[config.mk]
export PLATFORM = sky130hd
export DESIGN_NAME = dcsc_unit
export DESIGN_NICKNAME = d
export VERILOG_FILES = /design/src/rtl/dcsc_pkg.sv /design/src/rtl/dcsc_membank.sv /design/src/rtl/dcsc_notifier.sv /design/src/rtl/dcsc_unit.sv
export SDC_FILE = /design/constraint.sdc
export NUM_CORES = 2
export LEC_CHECK = 0
export ABC_CLOCK_PERIOD_IN_PS = 6550
export BUFFER_PORTS_ARGS = -buffer_cell sky130_fd_sc_hd__buf_4
export CAP_MARGIN = 30
export CORE_ASPECT_RATIO = 1.5
export CORE_MARGIN = 1
export CORE_UTILIZATION = 48
export DETAILED_ROUTE_END_ITERATION = 6
export HOLD_SLACK_MARGIN = 0.02
export PLACE_DENSITY = 0.66
export SYNTH_ARGS = -nofsm -noshare
export SYNTH_HDL_FRONTEND = slang
export SYNTH_SLANG_ARGS = --single-unit
[constraint.sdc]
create_clock -name clk -period 6.55 [get_ports clk]
set_input_delay 0 -clock clk [delete_from_list [all_inputs] [get_ports clk]]
set_output_delay 0 -clock clk [all_outputs]
set_load 0.01 [all_outputs]
[src/rtl/dcsc_pkg.sv]
package dcsc_pkg;
  typedef enum logic [1:0] {
    S_IDLE    = 2'd0,
    S_COLLECT = 2'd1,
    S_EXEC    = 2'd2,
    S_WAIT    = 2'd3
  } dcsc_state_t;

  localparam int FLIT_W = 32;
  localparam int MAX_FLITS = 4;
endpackage

[src/rtl/dcsc_membank.sv]
module dcsc_membank #(
  parameter int DW   = 32,
  parameter int ROWS = 32,
  localparam int RW  = $clog2(ROWS)
) (
  input  logic          clk,
  input  logic          re,
  input  logic [RW-1:0] raddr,
  output logic [DW-1:0] rdata,
  input  logic          we,
  input  logic [RW-1:0] waddr,
  input  logic [DW-1:0] wdata
);
  logic [DW-1:0] store [ROWS];

  always_ff @(posedge clk) begin
    if (we) store[waddr] <= wdata;
    if (re) rdata <= store[raddr];
  end
endmodule

[src/rtl/dcsc_notifier.sv]
module dcsc_notifier #(
  parameter int NODES = 16,
  localparam int NW   = $clog2(NODES),
  localparam int CW   = $clog2(NODES + 1)
) (
  input  logic             clk,
  input  logic             rst,
  input  logic             load,
  input  logic [NODES-1:0] load_mask,
  input  logic             load_kind,
  input  logic             ack,
  output logic             pend_any,
  output logic [CW-1:0]    acks_left,
  output logic             nt_valid,
  output logic [NW-1:0]    nt_target,
  output logic             nt_inval
);
  logic [NODES-1:0] pend;
  logic [NW-1:0]    low_idx;
  logic [NODES-1:0] low_bit;
  logic [CW-1:0]    mask_cnt;

  always_comb begin
    low_idx = '0;
    low_bit = '0;
    for (int i = NODES - 1; i >= 0; i--) begin
      if (pend[i]) begin
        low_idx = NW'(i);
        low_bit = NODES'(1) << i;
      end
    end
  end

  always_comb begin
    mask_cnt = '0;
    for (int i = 0; i < NODES; i++) mask_cnt = mask_cnt + CW'(load_mask[i]);
  end

  assign pend_any = |pend;

  always_ff @(posedge clk) begin
    if (rst) begin
      pend      <= '0;
      acks_left <= '0;
      nt_valid  <= 1'b0;
      nt_target <= '0;
      nt_inval  <= 1'b0;
    end else begin
      nt_valid <= 1'b0;
      if (load) begin
        pend      <= load_mask;
        acks_left <= mask_cnt;
        nt_inval  <= load_kind;
      end else begin
        if (pend_any) begin
          nt_valid  <= 1'b1;
          nt_target <= low_idx;
          pend      <= pend & ~low_bit;
        end
        if (ack && acks_left != '0) acks_left <= acks_left - CW'(1);
      end
    end
  end
endmodule

[src/rtl/dcsc_unit.sv]
module dcsc_unit #(
  parameter int AW    = 6,
  parameter int NODES = 16,
  localparam int NW   = $clog2(NODES),
  localparam int CW   = $clog2(NODES + 1),
  localparam int RW   = AW - 1,
  localparam int ROWS = 2 ** RW,
  localparam int DW   = dcsc_pkg::FLIT_W
) (
  input  logic             clk,
  input  logic             rst,
  input  logic             in_valid,
  input  logic             in_sc,
  input  logic             in_wide,
  input  logic             in_inval,
  input  logic [AW-1:0]    in_addr,
  input  logic [NW-1:0]    in_src,
  input  logic [NODES-1:0] in_sharers,
  input  logic [DW-1:0]    in_data,
  output logic             busy,
  output logic             nt_valid,
  output logic [NW-1:0]    nt_target,
  output logic             nt_inval,
  input  logic             nt_ack,
  output logic             rsp_valid,
  output logic             rsp_fail,
  output logic [NW-1:0]    rsp_src
);
  import dcsc_pkg::*;

  dcsc_state_t      state;
  logic [1:0]       fidx;
  logic [1:0]       h_last;
  logic             h_sc, h_wide, h_inval;
  logic [AW-1:0]    h_addr;
  logic [NW-1:0]    h_src;
  logic [NODES-1:0] h_sharers;
  logic [DW-1:0]    flits [MAX_FLITS];

  logic             accept;
  logic [DW-1:0]    rd   [2];
  logic [DW-1:0]    wd   [2];
  logic [1:0]       we;
  logic [DW-1:0]    exp_lo, exp_hi, new_lo, new_hi;
  logic             cmp_ok, match;
  logic [NODES-1:0] nt_mask;
  logic             nt_load;
  logic             pend_any;
  logic [CW-1:0]    acks_left;
  logic [1:0]       first_last;

  assign accept = (state == S_IDLE) && in_valid;
  assign busy   = (state != S_IDLE);
  assign first_last = in_sc ? (in_wide ? 2'd3 : 2'd1) : (in_wide ? 2'd1 : 2'd0);

  // Flit roles depend on command kind
  assign exp_lo = flits[0];
  assign exp_hi = flits[1];
  assign new_lo = h_sc ? (h_wide ? flits[2] : flits[1]) : flits[0];
  assign new_hi = h_sc ? flits[3] : flits[1];

  assign cmp_ok = h_wide ? ((rd[0] == exp_lo) && (rd[1] == exp_hi))
                         : (rd[h_addr[0]] == exp_lo);
  assign match  = !h_sc || cmp_ok;

  assign nt_mask = h_sc ? h_sharers : (h_sharers & ~(NODES'(1) << h_src));
  assign nt_load = (state == S_EXEC) && match && (nt_mask != '0);

  for (genvar b = 0; b < 2; b++) begin : g_bank
    assign we[b] = (state == S_EXEC) && match && (h_wide || (h_addr[0] == 1'(b)));
    assign wd[b] = (h_wide && b == 1) ? new_hi : new_lo;
    dcsc_membank #(.DW(DW), .ROWS(ROWS)) u_bank (
      .clk   (clk),
      .re    (accept),
      .raddr (in_addr[AW-1:1]),
      .rdata (rd[b]),
      .we    (we[b]),
      .waddr (h_addr[AW-1:1]),
      .wdata (wd[b])
    );
  end

  dcsc_notifier #(.NODES(NODES)) u_ntf (
    .clk       (clk),
    .rst       (rst),
    .load      (nt_load),
    .load_mask (nt_mask),
    .load_kind (h_sc & h_inval),
    .ack       (nt_ack),
    .pend_any  (pend_any),
    .acks_left (acks_left),
    .nt_valid  (nt_valid),
    .nt_target (nt_target),
    .nt_inval  (nt_inval)
  );

  always_ff @(posedge clk) begin
    if (rst) begin
      state     <= S_IDLE;
      fidx      <= '0;
      h_last    <= '0;
      h_sc      <= 1'b0;
      h_wide    <= 1'b0;
      h_inval   <= 1'b0;
      h_addr    <= '0;
      h_src     <= '0;
      h_sharers <= '0;
      rsp_valid <= 1'b0;
      rsp_fail  <= 1'b0;
      rsp_src   <= '0;
      for (int i = 0; i < MAX_FLITS; i++) flits[i] <= '0;
    end else begin
      rsp_valid <= 1'b0;
      case (state)
        S_IDLE: begin
          if (in_valid) begin
            h_sc      <= in_sc;
            h_wide    <= in_wide;
            h_inval   <= in_inval;
            h_addr    <= in_addr;
            h_src     <= in_src;
            h_sharers <= in_sharers;
            h_last    <= first_last;
            flits[0]  <= in_data;
            fidx      <= 2'd1;
            state     <= (first_last == 2'd0) ? S_EXEC : S_COLLECT;
          end
        end
        S_COLLECT: begin
          if (in_valid) begin
            flits[fidx] <= in_data;
            fidx        <= fidx + 2'd1;
            if (fidx == h_last) state <= S_EXEC;
          end
        end
        S_EXEC: begin
          if (!match || nt_mask == '0) begin
            rsp_valid <= 1'b1;
            rsp_fail  <= !match;
            rsp_src   <= h_src;
            state     <= S_IDLE;
          end else begin
            state <= S_WAIT;
          end
        end
        S_WAIT: begin
          if (!pend_any && acks_left == '0) begin
            rsp_valid <= 1'b1;
            rsp_fail  <= 1'b0;
            rsp_src   <= h_src;
            state     <= S_IDLE;
          end
        end
        default: state <= S_IDLE;
      endcase
    end
  end
endmodule

# --- Word-level counts from Yosys, hierarchy flattened ---
# Memory sizes are Yosys's and may differ from the RTL's. A register that Yosys moved wholly into a read port is not among the register bits.
# Cells that the tools add are included.
op_classes:
  n_shift: 1
  eq_ne: 12
  addsub: 17
  order_cmp: 1
  bitwise: 9
  n_mux: 85
  reduce_logical: 34
ops:
  columns: ["op", "count"]
  rows:
  - ["two-way mux 16 bit", 19]
  - ["two-way mux 32 bit", 9]
  - ["equality test 32 bit", 3]
  - ["two-way mux 4 bit", 18]
  - ["adder 5 x 1 -> 5 bit", 14]
  - ["AND 16 bit", 2]
  - ["inverter 16 bit", 2]
  - ["OR reduction 32 bit", 1]
  - ["two-way mux 2 bit", 11]
  - ["two-way mux 1 bit", 21]
  - ["zero test 16 bit", 1]
  - ["nonzero test 16 bit", 1]
  - ["OR reduction 16 bit", 1]
  - ["<< shifter 1 x 4 -> 16 bit, first input constant", 1]
  - ["two-way mux 5 bit", 2]
  - ["nonzero test 2 bit", 5]
  - ["logical AND 1 bit", 8]
  - ["inequality test 2 bit, second input constant", 4]
  - ["case mux 2 bit (4 select lines)", 1]
  - ["case mux 4 bit (2 select lines)", 1]
  - ["AND reduction 3 bit", 2]
  - ["zero test 5 bit", 1]
  - ["nonzero test 5 bit", 1]
  - ["subtractor 5 x 1 -> 5 bit, second input constant", 1]
  - ["other kinds (19)", 29]
totals:
  mem_bits_rw: 2176
  wordCells: 179
  mem_count: 3
  out_inout_bits: 13
  regBits: 68
mem_list:
  columns: ["memory", "words", "word_bits", "read_ports", "rd_clocked_by_memory_dff", "write_ports", "line", "source"]
  rows:
  - ["g_bank[0].u_bank.store", 32, 32, 1, 1, 1, "dcsc_membank.sv:14", "logic [DW-1:0] store [ROWS];"]
  - ["g_bank[1].u_bank.store", 32, 32, 1, 1, 1, "dcsc_membank.sv:14", null]
  - ["flits", 4, 32, 4, 0, 4, "dcsc_unit.sv:38", "logic [DW-1:0] flits [MAX_FLITS];"]

# --- Logic depth before layout (Yosys ltp) ---
depth:
  word_depth: 20
  depth_mapped: 18
  ltp_nobuf: 18

# --- Modules after synthesis ---
# A second synthesis with hierarchy kept.
unflattened:
  cells_unflattened: 5677
  hier_area_um2: 92884.1
modules_own_cells:
  columns: ["mod", "instances", "cells_per_inst", "area_each_um2", "seq_area_each_um2"]
  rows:
  - ["dcsc_membank at g_bank[0].u_bank", 1, 2260, 40812.9, 31710.4]
  - ["dcsc_membank at g_bank[1].u_bank", 1, 2260, 40805.4, 31710.4]
  - ["dcsc_unit", 1, 952, 9526.6, 4664.5]
  - ["dcsc_notifier", 1, 205, 1739.2, 540.5]

# --- Worst setup path before layout ---
# Ideal clock, no wire load.
synth_path:
  kind: "reg-to-reg"
  start: "memory flits[0][19]"
  end: "memory g_bank[0].u_bank.store[13][0] (enable)"
  required_ps: 6048
  path_stages_with_launch: 9
  slack_ps: 674
  arrival_time_ps: 5374
  synth_period_minus_slack_ps: 5876
  cell_sequence: "edfxtp_1 xor2_1 nor4_1 nand4_1 or4_4 o41ai_4 o21ai_2 buf_6 nor4_1"
synth_lines:
  columns: ["element", "line"]
  rows:
  - ["start: declaration", "dcsc_unit.sv:38"]
  - ["end: declaration", "dcsc_membank.sv:14"]

# --- Worst setup path after layout ---
layout_path:
  start: "register h_addr[0]"
  end: "memory g_bank[1].u_bank.store[20][10] (enable)"
layout_via:
  elab_chain_len: 11
layout_rtl:
  columns: ["element", "line", "source"]
  rows:
  - ["start: declaration", "dcsc_unit.sv:35", "logic [AW-1:0] h_addr;"]
  - ["start signal: assignment", "dcsc_unit.sv:120", "h_addr <= in_addr;"]
  - ["inverter 1 -> 2 bit (not written as such)", "dcsc_unit.sv:63", ": (rd[h_addr[0]] == exp_lo);"]
  - ["two-way mux 32 bit (not written as such) (3 in series)", "dcsc_unit.sv:63", null]
  - ["equality test 32 bit", "dcsc_unit.sv:63", null]
  - ["two-way mux 1 bit", "dcsc_unit.sv:62", "assign cmp_ok = h_wide ? ((rd[0] == exp_lo) && (rd[1] == exp_hi))"]
  - ["logical OR 1 bit", "dcsc_unit.sv:64", "assign match = !h_sc || cmp_ok;"]
  - ["logical AND 1 bit", "dcsc_unit.sv:70", "assign we[b] = (state == S_EXEC) && match && (h_wide || (h_addr[0] == 1'(b)));"]
  - ["logical AND 1 bit *", "dcsc_unit.sv:70", null]
  - ["two-way mux 1 bit *", "dcsc_membank.sv:17", "if (we) store[waddr] <= wdata;"]
  - ["two-way mux 1 bit (not written as such) *", "dcsc_membank.sv:17", null]
  - ["end: declaration", "dcsc_membank.sv:14", null]
# Every way passes the cells marked *; elsewhere a longest branch is shown, timed or not. The select of a mux whose other input is x is not followed.

==> summary.md <==
| Metric | Value |
|---|---|
| Status | `completed` |
| Routed wire length per instance | `roughly 33 um` |
| Die area | `between 150,000 and 200,000 sq um` |
| Crit Path Class | `reg2reg` |
| Post-synthesis sequential area ratio | `75.7%` |
| Min-Delay Path Class | `in2reg` |
| Total gr overflow | `0` |
| Slew HR | `about a quarter` |
| Later-pin clock latency in the skew report | `around 0.85 ns` |
| P per Cell Area | `305 nW/um^2` |
| CP delay by family, top | `simple AND/OR/NAND/NOR gates` |
| Max Fclk | `between 150 and 200 MHz` |
| Synth Net Count | `around 4,200` |
| Reg area | `between 60,000 and 70,000 sq um` |
| Area grow syn2layout | `14.6%` |
| Crit path time final | `5.21 ns` |
| Max-cap violations | `0` |
| Reg-to-Reg Start | `h_addr[0]` |
| Layout cells sized above 1 | `roughly 31%` |
| Die Span Y | `around 530 um` |
| DRT Pass-1 Iters | `7` |
| R2R depth | `10` |
| Flops & latches, synth | `about 2,300` |
| Critical path's most frequent cell | `buf_4` |
| I/O Buffers | `77` |
| Antenna Nets Post-Route | `0` |
| FF-to-FF End | `g_bank[1].u_bank.store[20][10]` |
| Starting Density | `a little under 50%` |
| Remaining DRCs | `0` |
| Post-Route WL | `232 mm` |
| Leak | `33.0 nW` |
| # IOs | `just under 80` |
| Layout Utilization | `55.3%` |
| Drt initial violations | `about 5,000` |
| Final Wtd Congestion | `roughly 0.9` |
| Buf/Inv on CP | `2` |
| Via total after detailed routing | `between 40,000 and 50,000` |
| Startpoint types | `register` |
| Global-route wire length before repair | `331 mm` |
| Routed vias/inst | `between 6 and 7` |
| Fillcell total | `between 10,000 and 15,000` |
| Most frequent cells in the layout | `edfxtp_1, mux4_2, clkbuf_16, buf_4, dlygate4sd3_1` |
| Mapped Area | `around 91,000 sq um` |
| TNS Setup | `0 ns` |
| Vias in the first global route | `45,030` |
| Post-Syn Instances | `4,158` |
| Flop-to-flop setup slack | `between 1 and 1.5 ns` |
| Cell variety after synth | `59` |
| Crit path to | `g_bank[1].u_bank.store[20][10]` |
| Hold Slack | `0.0447 ns` |
| Syn. warnings | `0` |
| Max incr delay on CP | `just under 0.8 ns` |
| Clock Skew | `0.0540 ns` |
| Worst VDD drop | `about 0.23 mV` |
| Initial antenna violation count | `22` |
| CTS tree | `done` |
| Multi-input gate area | `~22,000 sq um` |
| Final number of hold-violating endpoints | `0` |
| Commonest non-fill, non-tap cell in the layout | `edfxtp_1` |
| Final slew viol count | `0` |
| Period utilization | `between 70% and 80%` |
| Crit. path cell count | `10` |
| Root buf cell | `clkbuf_16` |
| CP cell instances | `buf_4, mux2i_1, xnor2_1, nor4_1, nand4_1, nor4_4, o21ai_2, or3_1, nor2_4, buf_4` |
| # setup viols final | `0` |
| RSZ-0062 raised after global routing | `no` |
| PostCTS Resize Cnt | `0` |
| DIE WIDTH | `between 300 and 400 um` |
| Worst-path fanout max | `21` |
| Total Routing Usage GR | `approximately 25%` |
| Clock sinks | `roughly 2,300` |
| Worst Path Arrival | `between 5 and 6 ns` |
| Dpl hpwl | `approximately 130 mm` |
| Largest net degree at the start of global routing | `roughly 110` |
| Crit path max-delay cell type | `nor2_4` |
| Worst Tran Pin Value | `roughly 1.1 ns` |
| Core footprint | `between 150,000 and 200,000 sq um` |
| Clock slew at reported path FFs | `0.07 ns` |
| Final #Nets | `about 4,600` |
| CTS Buf Count | `between 200 and 250` |
| Avg Inst Size Synth | `roughly 22 sq um` |
| H-tree depth | `4` |
| Cell row count | `about 200` |
| Critical Path Sink Type | `register` |
| Required time of the worst setup path | `just over 7 ns` |
| Clk buf depth | `4` |
| Critical path origin | `h_addr[0]` |
metrics by stage:
stage	cells	setup WS [ns]	area [sq um]	power [mW]
detailed placement	6647	1.41	96400	20.1
global route	7130	1.15	104000	32.6
global placement	6621	1.42	95900	20.0
finish	7133	1.34	104000	31.8
floorplan	4158	0.674	90700	18.9
CTS	7125	1.36	104000	31.9
state kept, by name, summed over array words and instances, names as in the netlist:
signal,count
u_ntf.nt_target,4
rsp_fail,1
h_src,4
h_inval,1
u_ntf.nt_valid,1
h_sharers,16
u_ntf.pend,16
rsp_src,4
g_bank.u_bank.rdata,64
g_bank.u_bank.store,2048
u_ntf.acks_left,5
h_last,2
u_ntf.nt_inval,1
state,2
h_sc,1
h_wide,1
rsp_valid,1
fidx,2
flits,128
h_addr,6
kinds of logic after synthesis:
logic type | after synthesis | share of synthesized area [%]
flip-flops | 2308 | 75.7
multiplexers | 800 | 17.8
AND/OR/NAND/NOR | 499 | 2.87
buffers and inverters | 257 | 1.09
AO/OA/AOI/OAI | 171 | 1.23
XOR/XNOR | 104 | 1.00
adder cells (fa/ha/maj) | 19 | 0.345
worst register-to-register path: stages, from the launching register on:
cell	delay, ns
dfxtp_2	0.67
buf_4	0.38
mux2i_1	0.25
xnor2_1	0.12
nor4_1	0.29
nand4_1	0.19
nor4_4	0.74
o21ai_2	0.37
or3_1	0.74
nor2_4	0.78
buf_4	0.36
report_power, final:
group          internal [mW]  switching [mW]  total (mW)
clock                   6.66            5.27        11.9
sequential              16.9           0.138        17.0
combinational          0.987            1.83        2.81
final cells by class:
cell class	instances	share of cell area, %
sequential	2308	66.0
multi-input combinational	1593	21.2
clock buffer	256	5.26
timing repair buffer	363	3.40
tap	2462	2.96
clock inverter	114	1.01
inverter	29	0.107
antenna	8	0.0193
synth_stat cells (all sizes together):
library cell | number | area [sq um]
or4b | 1 | 10.0
o31a | 1 | 8.76
xnor2 | 39 | 342
nand4 | 13 | 81.3
or2 | 8 | 50.1
o2111ai | 2 | 17.5
mux4 | 640 | 14400
buf | 76 | 312
a21o | 2 | 15.0
a21oi | 71 | 355
mux2 | 101 | 1140
nor2b | 36 | 225
nor4 | 35 | 234
edfxtp | 2240 | 67300
nand2b | 6 | 37.5
a31o | 3 | 26.3
or3b | 4 | 35.0
o31ai | 41 | 322
o22a | 1 | 8.76
o21ai | 27 | 139
or4 | 2 | 18.8
and3 | 34 | 213
clkbuf | 152 | 571
a41o | 4 | 40.0
o211ai | 3 | 32.5
nor2 | 106 | 418
nor3 | 31 | 155
mux2i | 59 | 591
o311ai | 1 | 8.76
a211oi | 6 | 45.0
nand2 | 107 | 402
nand3 | 7 | 35.0
o41ai | 2 | 36.3
dfxtp | 68 | 1360
or3 | 7 | 48.8
and2 | 97 | 607
a22oi | 1 | 7.51
a32o | 2 | 20.0
nand3b | 5 | 37.5
a22o | 1 | 8.76
fa | 10 | 200
xor2 | 65 | 569
ha | 9 | 113
o21bai | 3 | 22.5
inv | 29 | 109
per-layer routing:
| metal | GRT usage [%] | vias to the layer above | part of all wire [%] |
|---|---|---|---|
| li1 | - | 17976 | - |
| met2 | 42.2 | 1845 | 52 |
| met1 | 32.6 | 23857 | 37 |
| met5 | 0 | - | 0.042 |
| met4 | 7.96 | 10 | 3.4 |
| met3 | 3.29 | 406 | 7.4 |
worst min-delay path by stage:
| stage | from | to | cells after the start | slack [ns] |
|---|---|---|---|---|
| after global placement | in_sharers[15] | h_sharers[15] | 3 | 0.26 |
| final | in_wide | h_last[0] | 4 | 0.04 |
| after global routing | in_data[30] | flits[1][30] | 3 | 0.06 |
| after floorplan | in_sharers[10] | h_sharers[10] | 2 | 0.14 |
| after detailed placement | in_sharers[13] | h_sharers[13] | 3 | 0.26 |
| after CTS | in_data[23] | flits[0][23] | 3 | 0.03 |
timing repair:
item	CTS	global route
setup buffers	0	0
hold buffers	108	0
endpoints found under the hold margin	210	0
No activity file was read; power rests on OpenSTA's default activity.
